$ cat src/rtl/intr_gather_pkg.sv
package intr_gather_pkg;
  localparam int DATA_W = 8;
  localparam int ADDR_W = 2;

  localparam logic [ADDR_W-1:0] A_CTRL  = 2'd0;
  localparam logic [ADDR_W-1:0] A_CORE  = 2'd1;
  localparam logic [ADDR_W-1:0] A_PFLAG = 2'd2;
  localparam logic [ADDR_W-1:0] A_PEN   = 2'd3;

  localparam int CTRL_W  = 5;
  localparam int CORE_W  = 2;
  localparam int PIN_LSB = 4;

  // control register, bit 0 at the right
  typedef struct packed {
    logic rise;    // bit 4
    logic ioc_en;  // bit 3
    logic ext_en;  // bit 2
    logic pge;     // bit 1
    logic gie;     // bit 0
  } ctrl_t;
endpackage

$ cat src/rtl/intr_sync.sv
module intr_sync #(
  parameter int W      = 1,
  parameter int STAGES = 2
) (
  input  logic         clk,
  input  logic         rst_n,
  input  logic [W-1:0] d_in,
  output logic [W-1:0] q_out
);
  logic [W-1:0] stg_q [STAGES];
  logic [W-1:0] stg_d [STAGES];

  always_comb begin
    stg_d[0] = d_in;
    for (int i = 1; i < STAGES; i++) stg_d[i] = stg_q[i-1];
  end

  generate
    for (genvar s = 0; s < STAGES; s++) begin : g_stage
      always_ff @(posedge clk or negedge rst_n) begin
        if (!rst_n) stg_q[s] <= '0;
        else        stg_q[s] <= stg_d[s];
      end
    end
  endgenerate

  assign q_out = stg_q[STAGES-1];
endmodule

$ cat src/rtl/intr_pin_detect.sv
module intr_pin_detect #(
  parameter int PINS = 4
) (
  input  logic            clk,
  input  logic            rst_n,
  input  logic            ext_s,
  input  logic [PINS-1:0] pins_s,
  input  logic            rise_sel,
  input  logic            snap,
  output logic            ext_evt,
  output logic            ioc_evt
);
  logic            ext_prev_q, ext_prev_d;
  logic [PINS-1:0] snap_q, snap_d;

  always_comb begin
    ext_prev_d = ext_s;
    snap_d     = snap_q;
    if (snap) snap_d = pins_s;
  end

  always_ff @(posedge clk or negedge rst_n) begin
    if (!rst_n) begin
      ext_prev_q <= 1'b0;
      snap_q     <= '0;
    end else begin
      ext_prev_q <= ext_prev_d;
      snap_q     <= snap_d;
    end
  end

  assign ext_evt = rise_sel ? (ext_s & ~ext_prev_q) : (~ext_s & ext_prev_q);
  assign ioc_evt = |(pins_s ^ snap_q);


  ext_polarity_chk: assert property (@(posedge clk) disable iff (!rst_n)
    ext_evt |-> ((ext_s == rise_sel) && (ext_s != $past(ext_s))));


  snap_quiet_chk: assert property (@(posedge clk) disable iff (!rst_n)
    ($past(snap) && $stable(pins_s)) |-> !ioc_evt);
endmodule

$ cat src/rtl/intr_regs.sv
module intr_regs
  import intr_gather_pkg::*;
#(
  parameter int NP   = 4,
  parameter int PINS = 4
) (
  input  logic              clk,
  input  logic              rst_n,
  input  logic              wr_en,
  input  logic [ADDR_W-1:0] addr,
  input  logic [DATA_W-1:0] wdata,
  input  logic [DATA_W-1:0] wmask,
  input  logic              ext_evt,
  input  logic              ioc_evt,
  input  logic [NP-1:0]     periph_evt,
  input  logic              cpu_ack,
  input  logic              cpu_reti,
  input  logic [PINS-1:0]   pins_s,
  output logic              rise_sel,
  output logic [DATA_W-1:0] rd_data,
  output logic              irq_out
);
  ctrl_t           ctrl_q, ctrl_d;
  logic [CORE_W-1:0] core_q, core_d;   // {ioc, ext}
  logic [NP-1:0]   pflag_q, pflag_d;
  logic [NP-1:0]   pen_q, pen_d;
  logic            unused_bits;

  assign unused_bits = ^{wdata, wmask};

  always_comb begin
    ctrl_d  = ctrl_q;
    core_d  = core_q;
    pflag_d = pflag_q;
    pen_d   = pen_q;
    if (wr_en) begin
      case (addr)
        A_CTRL:  ctrl_d = (ctrl_q & ~wmask[CTRL_W-1:0]) | (wdata[CTRL_W-1:0] & wmask[CTRL_W-1:0]);
        A_CORE:  core_d = (core_q & ~wmask[CORE_W-1:0]) | (wdata[CORE_W-1:0] & wmask[CORE_W-1:0]);
        A_PFLAG: pflag_d = (pflag_q & ~wmask[NP-1:0]) | (wdata[NP-1:0] & wmask[NP-1:0]);
        default: pen_d = (pen_q & ~wmask[NP-1:0]) | (wdata[NP-1:0] & wmask[NP-1:0]);
      endcase
    end
    // hardware events override firmware clears
    core_d  = core_d | {ioc_evt, ext_evt};
    pflag_d = pflag_d | periph_evt;
    // acknowledge beats return and writes
    if (cpu_ack)       ctrl_d.gie = 1'b0;
    else if (cpu_reti) ctrl_d.gie = 1'b1;
  end

  always_ff @(posedge clk or negedge rst_n) begin
    if (!rst_n) begin
      ctrl_q  <= '0;
      core_q  <= '0;
      pflag_q <= '0;
      pen_q   <= '0;
    end else begin
      ctrl_q  <= ctrl_d;
      core_q  <= core_d;
      pflag_q <= pflag_d;
      pen_q   <= pen_d;
    end
  end

  always_comb begin
    rd_data = '0;
    case (addr)
      A_CTRL:  rd_data[CTRL_W-1:0] = ctrl_q;
      A_CORE: begin
        rd_data[CORE_W-1:0]       = core_q;
        rd_data[PIN_LSB +: PINS]  = pins_s;
      end
      A_PFLAG: rd_data[NP-1:0] = pflag_q;
      default: rd_data[NP-1:0] = pen_q;
    endcase
  end

  assign rise_sel = ctrl_q.rise;
  assign irq_out  = ctrl_q.gie &
                    ((core_q[0] & ctrl_q.ext_en) |
                     (core_q[1] & ctrl_q.ioc_en) |
                     (ctrl_q.pge & |(pflag_q & pen_q)));


  periph_latch_chk: assert property (@(posedge clk) disable iff (!rst_n)
    (|periph_evt) |=> ((pflag_q & $past(periph_evt)) == $past(periph_evt)));


  ext_set_wins_chk: assert property (@(posedge clk) disable iff (!rst_n)
    ext_evt |=> core_q[0]);


  ack_clears_chk: assert property (@(posedge clk) disable iff (!rst_n)
    cpu_ack |=> !ctrl_q.gie);


  reti_sets_chk: assert property (@(posedge clk) disable iff (!rst_n)
    (cpu_reti && !cpu_ack) |=> ctrl_q.gie);


  ack_drops_irq_chk: assert property (@(posedge clk) disable iff (!rst_n)
    (irq_out && cpu_ack) |=> !irq_out);


  pflag_hold_chk: assert property (@(posedge clk) disable iff (!rst_n)
    (!wr_en && !(|periph_evt)) |=> $stable(pflag_q));
endmodule

$ cat src/rtl/intr_gather.sv
module intr_gather
  import intr_gather_pkg::*;
#(
  parameter int NUM_PERIPH = 4,
  parameter int IOC_PINS   = 4
) (
  input  logic                  clk,
  input  logic                  rst_n,
  input  logic                  ext_pin,
  input  logic [IOC_PINS-1:0]   port_pins,
  input  logic [NUM_PERIPH-1:0] periph_evt,
  input  logic                  wr_en,
  input  logic [ADDR_W-1:0]     addr,
  input  logic [DATA_W-1:0]     wdata,
  input  logic [DATA_W-1:0]     wmask,
  input  logic                  rd_en,
  output logic [DATA_W-1:0]     rd_data,
  input  logic                  cpu_ack,
  input  logic                  cpu_reti,
  output logic                  irq_out
);
  localparam int SYNC_W = IOC_PINS + 1;

  logic              rst_meta_q, rst_sync_q;
  logic [SYNC_W-1:0] raw_in, sync_out;
  logic              ext_s, ext_evt, ioc_evt, rise_sel, snap;
  logic [IOC_PINS-1:0] pins_s;

  // asynchronous assert, synchronous release
  always_ff @(posedge clk or negedge rst_n) begin
    if (!rst_n) begin
      rst_meta_q <= 1'b0;
      rst_sync_q <= 1'b0;
    end else begin
      rst_meta_q <= 1'b1;
      rst_sync_q <= rst_meta_q;
    end
  end

  assign raw_in = {port_pins, ext_pin};

  intr_sync #(.W(SYNC_W), .STAGES(2)) u_sync (
    .clk   (clk),
    .rst_n (rst_sync_q),
    .d_in  (raw_in),
    .q_out (sync_out)
  );

  assign ext_s  = sync_out[0];
  assign pins_s = sync_out[SYNC_W-1:1];
  assign snap   = rd_en && (addr == A_CORE);

  intr_pin_detect #(.PINS(IOC_PINS)) u_detect (
    .clk      (clk),
    .rst_n    (rst_sync_q),
    .ext_s    (ext_s),
    .pins_s   (pins_s),
    .rise_sel (rise_sel),
    .snap     (snap),
    .ext_evt  (ext_evt),
    .ioc_evt  (ioc_evt)
  );

  intr_regs #(.NP(NUM_PERIPH), .PINS(IOC_PINS)) u_regs (
    .clk        (clk),
    .rst_n      (rst_sync_q),
    .wr_en      (wr_en),
    .addr       (addr),
    .wdata      (wdata),
    .wmask      (wmask),
    .ext_evt    (ext_evt),
    .ioc_evt    (ioc_evt),
    .periph_evt (periph_evt),
    .cpu_ack    (cpu_ack),
    .cpu_reti   (cpu_reti),
    .pins_s     (pins_s),
    .rise_sel   (rise_sel),
    .rd_data    (rd_data),
    .irq_out    (irq_out)
  );
endmodule

$ cat config.mk
export PLATFORM = sky130hd
export DESIGN_NAME = intr_gather
export DESIGN_NICKNAME = d
export VERILOG_FILES = /design/src/rtl/intr_gather_pkg.sv /design/src/rtl/intr_sync.sv /design/src/rtl/intr_pin_detect.sv /design/src/rtl/intr_regs.sv /design/src/rtl/intr_gather.sv
export SDC_FILE = /design/constraint.sdc
export NUM_CORES = 1
export LEC_CHECK = 0
export CAP_MARGIN = 20
export CORE_MARGIN = 2
export CORE_UTILIZATION = 50
export DETAILED_ROUTE_END_ITERATION = 16
export PLACE_DENSITY_LB_ADDON = 0.08
export SLEW_MARGIN = 0
export SYNTH_ARGS = -nofsm -noshare
export SYNTH_HDL_FRONTEND = slang
export SYNTH_HIERARCHICAL = 1
export SYNTH_SLANG_ARGS = --single-unit
$ cat constraint.sdc
create_clock -name clk -period 2.7 [get_ports clk]
set_input_delay 0.54 -clock clk [delete_from_list [all_inputs] [get_ports clk]]
set_output_delay 0.54 -clock clk [all_outputs]
set_load 0.02 [all_outputs]
* Yosys cells after proc, flatten, opt, wreduce, memory -nomap -nowiden *
Index checks and enable logic that the tools add are counted.

storage, ports and cells
  logic and storage cells = 68
  register bits after elaboration = 32

cells by class
  eq/ne operators = 2
  multiplexer cells = 13
  bitwise operators = 29
  reductions and logical operators = 10

operator list
  operator                                                         count
  4-bit AND                                                        4
  4-bit bitwise OR                                                 3
  2-bit case mux with 3 select lines                               2
  5-bit AND                                                        2
  4-bit 2-to-1 mux                                                 2
  4-bit OR reduction                                               2
  1-bit AND                                                        6
  2-bit AND reduction                                              3
  3-bit nonzero test                                               2
  1-bit 2-to-1 mux                                                 5
  5-bit inverter                                                   1
  5-bit bitwise OR                                                 1
  2-bit AND                                                        2
  2-bit 2-to-1 mux                                                 2
  4-bit inverter                                                   1
  2-bit bitwise OR                                                 2
  4-bit XOR                                                        1
  3-bit 2-to-1 mux                                                 1
  1-bit inverter                                                   3
  3-bit OR reduction                                               1
  2-bit by 1-bit == test with 1-bit output, second input constant  1
  2-bit == test, second input constant                             1
  2-bit logical NOT                                                1
  2-bit inverter                                                   1
  other kinds (3)                                                  4

* Depth between registers and ports, before layout *
Gate-level depths: netlist of run 1.

  depth in word-level cells = 7
  depth in mapped cells = 5
  mapped depth without buffers = 3

* Hierarchy *
Netlist of run 1, hierarchy kept.

by module, submodules not included
  module           instances  cells each  area an instance (µm²)
  intr_regs        1          84          943.4
  intr_sync        1          10          250.2
  intr_pin_detect  1          17          227.7
  intr_gather      1          4           62.6

* Worst setup path after synthesis of run 1 *
No wires, ideal clock.

  path kind = input-to-output
  start = input addr[0]
  end = output rd_data[0]
  arrival = 1.317 ns
  stages = 2
  setup slack = 0.843 ns
  data required time = 2.160 ns
  path through = buf_6 -> mux4_1

between the ends
  word-level cells in the longest chain between the ends = 2

ends and longest elaborated chain
  what                                   RTL line           source
  start: declaration                     intr_gather.sv:13  input logic [ADDR_W-1:0] addr,
  2-bit == test (tied with other cells)  intr_regs.sv:68    case (addr)
  2-bit case mux with 3 select lines *   intr_regs.sv:68
  end: declaration                       intr_gather.sv:17  output logic [DATA_W-1:0] rd_data,

Every way passes the cells marked *; elsewhere a longest branch is shown, timed or not.

* Final worst setup path of run 1 *
Same ends and word-level chain as after synthesis.

==> flow_results.org, run 1 <==
** Die
- Area enclosed by the die boundary :: about 3400 µm²
- From left edge to right edge, the die measures around 58 µm.
- The floorplan step set the die height to 58.5 µm.
- Area of the placeable core :: 2780 µm²
- For this configuration, the core starts out at a cell density of 53.4%.
- The floorplan has 19 rows.
- During I/O placement, the number of pins put on the boundary was 42.

** Detailed routing
- Antenna-violating nets left :: 0
- Dividing the detail-routed via count by the number of cells gives 5.73.
- Residual DRC count :: 0
- The final route contains about 1.1k vias.
- Mean routed wirelength per cell :: ~16 µm
- Drt initial violations :: 29
- The pre-antenna-repair detailed-routing pass consisted of 4 iterations.
- Summed over all layers, the routed wires come to about 3 mm.

** Placement
- Global placer's final weighted congestion :: approximately 0.76
- Count of input and output buffers :: 35
- Once detailed placement completed, the half-perimeter wirelength came to 2.15 mm.

** Clock tree
- Clock tree synthesis inserted a total of 5 buffers.
- Clock insertion delay at the later pin of the skew report :: 0.33 ns
- Counting every sink on the clock net gives 32.
- Clock tree root buffer cell :: sky130_fd_sc_hd__clkbuf_4
- CTS tree :: done
- Clock Path Buffers :: 2
- In this run the post-CTS setup repair buffer count came out at 0.
- H-Tree Level Count :: 2
- Clock transition at the register clock pins on the worst setup and hold paths after CTS :: about 0.1 ns

** Yosys
- Post-synthesis register bit count :: 32
- The number of nets handed over by synthesis was 148.
- Averaged over all synthesized cells, the footprint is 12.9 µm².
- The number of different library cells used by synthesis comes to 31.
- Yosys warns :: 6
- The share of synthesized area in the top cell type comes to 54.0%.
- Proportion of synthesized chip area in sequential cells :: around 54%
- Cell accounting for the most synthesized area :: sky130_fd_sc_hd__dfrtp_1
- Yosys attributes the largest share of cell area to sky130_fd_sc_hd__dfrtp_1 (54%), sky130_fd_sc_hd__mux2_2 (5.3%), sky130_fd_sc_hd__mux4_1 (3.5%).
- Counting every instance in the synthesized netlist gives 115.
- The synthesized netlist occupies a cell area of 1480 µm².

** GRT
- Antenna violations before repair :: 0
- Via count of the first global-routing pass :: 1131
- Global-route wire length before repair :: 4.97 mm
- Entering global routing, the biggest net connects 31 pins.
- For this run the aggregate overflow at the end of global routing stands at 0.
- Global routing consumed, over all layers together, 19.9% of the routing resources.

** STA
- The count of pins over their slew limit is 0.
- The final critical path takes up 98.0% of the cycle.
- Setup repair after global routing missed its margin :: false
- In this run the tightest slew margin relative to its limit is 59.0%.
- The final hold violation count is 0.
- Highest attainable clock frequency :: 378 MHz
- Setup violations remaining at the end of the flow were counted as 0.
- Counting I/O delays and the setup requirement, the final critical path takes 2.64 ns.
- Least-Margin Pin Slew :: approximately 0.61 ns
- The clock arrives with 0.00591 ns of skew.

** Layout
- Signed area change from the synthesized netlist to the final layout :: 32.3%
- Ratio of cells with drive above 1 in the final layout :: 15.1%
- Diode count :: 0
- Post-route core utilization :: 70.6%
- Leaving out fill and tap cells, the most frequent cells in the layout are sky130_fd_sc_hd__dfrtp_1 (32), sky130_fd_sc_hd__clkdlybuf4s50_1 (28), sky130_fd_sc_hd__mux2_2 (7), sky130_fd_sc_hd__nor2_1 (7).
- Most common cell after layout, fill and taps aside :: sky130_fd_sc_hd__dfrtp_1
- Net count, final :: 191

** Power
- Static Leak :: a little under 0.9 nW
- Largest voltage drop on the vdd net :: between 0.5 and 0.6 mV
- After layout, the design draws a total of 1.15 mW.
- In this run the power density over the cells is around 590 nW/µm².

** Critical path
- WP data arrival :: between 2 and 2.5 ns
- In this run the worst setup path begins at addr[0].
- The worst setup path is captured at a primary output.
- Startpoint of the worst register-to-register path :: u_detect/snap_q[0]
- Worst-case register-to-register setup slack :: around 1.6 ns
- Element type at the critical path start :: input pin
- Required @ worst endpoint :: 2.16 ns
- Crit path kind :: input pin to primary output
- Of all nets on the critical path, the largest fanout is 16.

** Flow run
- The tool flagged a number of max-cap violations equal to 0.

** Status
- Run status :: finished, final reports clean

** Min path
- Path category of the worst min-delay check :: register to async pin
## cell type report
class / count / area (µm²)
Fill cell: 212 / 818
Inverter: 4 / 15.0
Tap cell: 31 / 38.8
Clock inverter: 3 / 42.5
Sequential cell: 32 / 801
Timing Repair Buffer: 41 / 420
Clock buffer: 5 / 37.5
Multi-Input combinational cell: 74 / 608
## power breakdown
| group | internal, mW | leakage [nW] | switching, mW |
|---|---|---|---|
| clock | 0.193 | 0.0412 | 0.168 |
| sequential | 0.530 | 0.364 | 0.0384 |
| combinational | 0.128 | 0.466 | 0.0941 |
| total | 0.851 | 0.871 | 0.301 |
## Yosys cell counts
| master | n |
|---|---|
| sky130_fd_sc_hd__a211o_1 | 6 |
| sky130_fd_sc_hd__a311oi_1 | 1 |
| sky130_fd_sc_hd__nand4_1 | 5 |
| sky130_fd_sc_hd__nor3_1 | 1 |
| sky130_fd_sc_hd__mux4_1 | 2 |
| sky130_fd_sc_hd__nor4b_1 | 1 |
| sky130_fd_sc_hd__nor2b_1 | 1 |
| sky130_fd_sc_hd__nand3_1 | 1 |
| sky130_fd_sc_hd__mux2_1 | 3 |
| sky130_fd_sc_hd__nand4b_1 | 4 |
| sky130_fd_sc_hd__mux2_2 | 7 |
| sky130_fd_sc_hd__nor2_1 | 7 |
| sky130_fd_sc_hd__and2_1 | 3 |
| sky130_fd_sc_hd__xnor2_1 | 4 |
| sky130_fd_sc_hd__and3_1 | 3 |
| sky130_fd_sc_hd__buf_8 | 1 |
| sky130_fd_sc_hd__a22o_1 | 4 |
| sky130_fd_sc_hd__buf_6 | 4 |
| sky130_fd_sc_hd__a22oi_1 | 1 |
| sky130_fd_sc_hd__a21boi_0 | 1 |
| sky130_fd_sc_hd__o21ai_0 | 5 |
| sky130_fd_sc_hd__nand4b_4 | 2 |
| sky130_fd_sc_hd__and3b_1 | 1 |
| sky130_fd_sc_hd__o22ai_1 | 1 |
| sky130_fd_sc_hd__conb_1 | 1 |
| sky130_fd_sc_hd__inv_1 | 4 |
| sky130_fd_sc_hd__nand2_1 | 6 |
| sky130_fd_sc_hd__dfrtp_1 | 32 |
| sky130_fd_sc_hd__nor2_4 | 1 |
| sky130_fd_sc_hd__mux2i_1 | 1 |
| sky130_fd_sc_hd__nand2b_1 | 1 |
## path summary, 6_finish.rpt
path                                    end  cells after the start
setup / recovery                 rd_data[0]                      4
hold / removal             u_regs/ctrl_q[0]                      1
setup reg to reg           u_regs/core_q[1]                      3
hold reg to reg            u_regs/ctrl_q[0]                      1
max in group asynchronous         async pin                      1
min in group clk            u_sync/q_out[4]                      0
## layer usage
metal  global-route usage (%)  share of wire (%)
met5                        0                  0
met4                     8.97                1.5
met2                     34.3                 52
met1                     23.1                 42
met3                     5.27                5.2
## worst max-delay path: stages
cell and delay [ns]:
sky130_fd_sc_hd__clkdlybuf4s50_1 0.51, sky130_fd_sc_hd__buf_12 0.16, sky130_fd_sc_hd__mux4_1 0.55, sky130_fd_sc_hd__dlygate4sd2_1 0.33
## cell families after synthesis
group / share of synthesized area (%)
and+or+nand+nor: 16.9
other: 0.253
buffers and inverters: 5.06
xor gates and xnor gates: 2.36
AOI/OAI and AO/OA: 9.61
muxes: 11.8
DFF: 54.0
## metrics by stage
step                      instance area [µm²]  setup TNS (ns)  worst slack, ns  hold WS, ns  cells
after floorplan                          1480               0            0.843        0.244    115
after global placement                   1880          -0.493           -0.148        0.258    182
after detailed placement                 1880          -0.603           -0.187        0.265    182
after CTS                                1960               0           0.0193        0.272    190
after global routing                     1960               0          0.00920        0.301    190
final                                    1960               0           0.0553        0.254    190
## repair_timing
action | 4_1_cts | 5_1_grt
setup endpoints to repair | 5 | 3
gates resized for setup | 5 | 3
gates cloned | 0 | 0
hold buffers | 0 | 0
Note: power is estimated with default switching activity, not from simulation.
==> run 2, diff against run 1 <==
CORE_UTILIZATION = 60   (was 50)
DONT_BUFFER_PORTS = 1   (was not set)
==> flow_results.org, run 2 (same netlist as run 1, synthesis figures left out) <==
** Layout
- Diode count :: 0 (unchanged)
- The fraction of the core area covered by cells at the end of the flow is 63.9% (was 70.6%).
- Sequential cell area :: 801 µm² (unchanged)
- The fraction of layout instances using a drive strength above 1 is 15.8% (was 15.1%).
- Net count, final :: 152 (was 191)
- The layout overhead on the synthesized area came to 3.79% (was 32.3%).
- The combined area of the multi-input logic cells was 608 µm² (unchanged).
- Layout fillers :: 185 (was 212)
- Leading cell types in the layout, fill and taps excluded :: sky130_fd_sc_hd__dfrtp_1 (32), sky130_fd_sc_hd__mux2_2 (7), sky130_fd_sc_hd__nor2_1 (7) (was sky130_fd_sc_hd__dfrtp_1 (32), sky130_fd_sc_hd__clkdlybuf4s50_1 (28), sky130_fd_sc_hd__mux2_2 (7), sky130_fd_sc_hd__nor2_1 (7))
- Most common cell after layout, fill and taps aside :: sky130_fd_sc_hd__dfrtp_1 (unchanged)

** Placement
- Placed wire-length estimate :: 1.79 mm (was 2.15 mm)
- Global placer's final weighted congestion :: 0.705 (was 0.762)
- Count of input and output buffers :: 0 (was 35)

** Critical path
- Maximum fanout count along the critical path :: 3 (was 16)
- The stage delay of the slowest cell on the critical path came to 0.58 ns (was 0.55 ns).
- Startpoint of the worst register-to-register path :: u_detect/snap_q[0] (unchanged)
- Kind of cell adding the most delay to the critical path :: compound AO/OA/AOI/OAI gates (was buffers and inverters)
- Worst-case register-to-register setup slack :: 1.70 ns (was 1.63 ns)
- Kind of capture point of the worst setup path :: primary output (unchanged)
- The buffers plus inverters on the worst setup path is 0 (was 3).
- List of cells traversed by the critical path: a22o_1 -> o21ai_0 -> a21boi_0 (was clkdlybuf4s50_1 -> buf_12 -> mux4_1 -> dlygate4sd2_1).
- Reg2Reg Depth :: 3 (unchanged)
- Crit path kind :: register to primary output (was input pin to primary output)
- The terminus of the critical flop-to-flop path is u_regs/core_q[1] (unchanged).
- The kind of launch point of the worst setup path is a register (was input pin).
- Critical path's slowest cell :: sky130_fd_sc_hd__a21boi_0 (was sky130_fd_sc_hd__mux4_1)
- The arrival time at the worst endpoint came to 1.51 ns (was 2.10 ns).
- Required @ worst endpoint :: 2.16 ns (about the same)

** Power
- Final Power :: 0.979 mW (was 1.15 mW)
- The leakage power is 0.661 nW (was 0.871 nW).
- Largest voltage drop on the vdd net :: 0.515 mV (was 0.527 mV)
- The power per cell area is 635 nW/µm² (was 587 nW/µm²).

** Clock tree
- Post-CTS setup buffer count :: 0 (unchanged)
- The CTS tree was done (unchanged).
- The number of buffers created by CTS is 5 (unchanged).
- The clock root buffer is sky130_fd_sc_hd__clkbuf_4 (unchanged).
- Clock transition at the register clock pins on the worst setup and hold paths after CTS :: 0.09 ns (was 0.10 ns)
- The clock latency at the later pin of the worst-skew pair came to 0.33 ns (about the same).
- Clock Path Buffers :: 2 (unchanged)
- The clock sink count came to 32 (unchanged).
- CTS-repair resized insts :: 0 (was 5)
- The level count of the clock H-tree was 2 (unchanged).

** Detailed routing
- Per-cell via count in the routed design :: 6.16 (was 5.73)
- The wire length reported by the detailed router came to 2.53 mm (was 2.99 mm).
- Drt initial violations :: 9 (was 29)
- The number of nets with antenna violations after routing was 0 (unchanged).
- Via count :: 924 (was 1089)
- The wire length per cell after detailed routing is 16.8 µm (was 15.7 µm).
- The total iterations of the first detailed-routing run came to 4 (unchanged).
- The count of unresolved DRC violations after routing came to 0 (unchanged).

** STA
- The highest achievable clock rate is 489 MHz (was 378 MHz).
- Final number of max-transition violations :: 0 (unchanged)
- Largest clock skew in the final design :: 0.00521 ns (was 0.00591 ns)
- Final setup vio count :: 0 (unchanged)
- Sum Neg Setup Slack :: 0 ns (unchanged)
- The slew at the pin closest to its max-slew limit came to 0.698 ns (was 0.613 ns).
- Final period util :: 75.8% (was 98.0%)
- Hold Worst Slack :: 0.0352 ns (was 0.254 ns)
- The final critical-path required period came to 2.05 ns (was 2.64 ns).
- The relative max-transition margin came to 53.1% (was 59.0%).
- The final hold violation count was 0 (unchanged).
- Setup repair after global routing missed its margin: false (unchanged).

** GRT
- Antenna violations before repair :: 0 (unchanged)
- Total global routing track utilization :: 20.2% (was 19.9%)
- The pin count of the biggest net entering global routing came to 29 (was 31).
- Global routing met1 resource utilization :: 20.4% (was 23.1%)
- The routing layer with the top usage in global route is met2 (unchanged).
- The via count of the first global-routing pass was 912 (was 1131).
- The residual overflow from global routing was 0 (unchanged).
- The wire length of the first global-routing pass is 3.90 mm (was 4.97 mm).
- Met3 GRT Util :: 9.44% (was 5.27%)
- Met2 GRT Util :: 35.2% (was 34.3%)

** Die
- Vertical die dimension :: 53.7 µm (was 58.5 µm)
- Area enclosed by the die boundary :: 2890 µm² (was 3420 µm²)
- The chip width is 53.7 µm (was 58.5 µm).
- Area of the placeable core :: 2410 µm² (was 2780 µm²)
- The total number of placement rows is 18 (was 19).
- The starting density of the core was 61.6% (was 53.4%).
- I/O pin total :: 42 (unchanged)

** Flow run
- Max cap viols :: 0 (unchanged)

** Status
- Run status :: finished, final reports clean (unchanged)

** Min path
- Path category of the worst min-delay check :: register to async pin (unchanged)
[run 2: final cells by class]
type	count	area share (%)
Clock buffer	6	3.33
Clock inverter	2	0.650
Inverter	4	0.975
Multi-Input combinational cell	74	39.5
Sequential cell	32	52.0
Tap cell	30	2.44
Timing Repair Buffer	2	1.14
[run 2: stage by stage]
stage               setup WS [ns]  instances  cell area, µm²
floorplan                   0.843        115            1480
global placement            0.960        141            1470
finish                      0.654        150            1540
CTS                         0.624        150            1540
global route                0.568        150            1540
detailed placement          0.956        141            1470
[run 2: how the worst max path moves through the flow]
stage,startpoint,endpoint,slack [ns],cells after the start
CTS,u_regs/pflag_q[1],irq_out,0.62,3
finish,u_regs/pflag_q[1],irq_out,0.65,3
floorplan,addr[0],rd_data[0],0.84,2
global placement,addr[0],rd_data[0],0.96,1
detailed placement,addr[0],rd_data[0],0.96,1
global route,u_regs/pflag_q[3],irq_out,0.57,3
[run 2: what timing repair did]
action                                 in CTS  in global routing
hold buffers                                1                  0
endpoints found under the hold margin       2                  0
setup endpoints to repair                   0                  0
[run 2: metal layers]
layer | vias to the layer above | wire [µm]
met5 | - | 0
met4 | 0 | 42
met3 | 5 | 218
met2 | 32 | 1320
met1 | 458 | 944
li1 | 429 | -
[run 2: where the power goes]
part / internal [mW] / switching (mW)
Combinational: 0.0716 / 0.0656
Clock: 0.124 / 0.152
Sequential: 0.530 / 0.0355
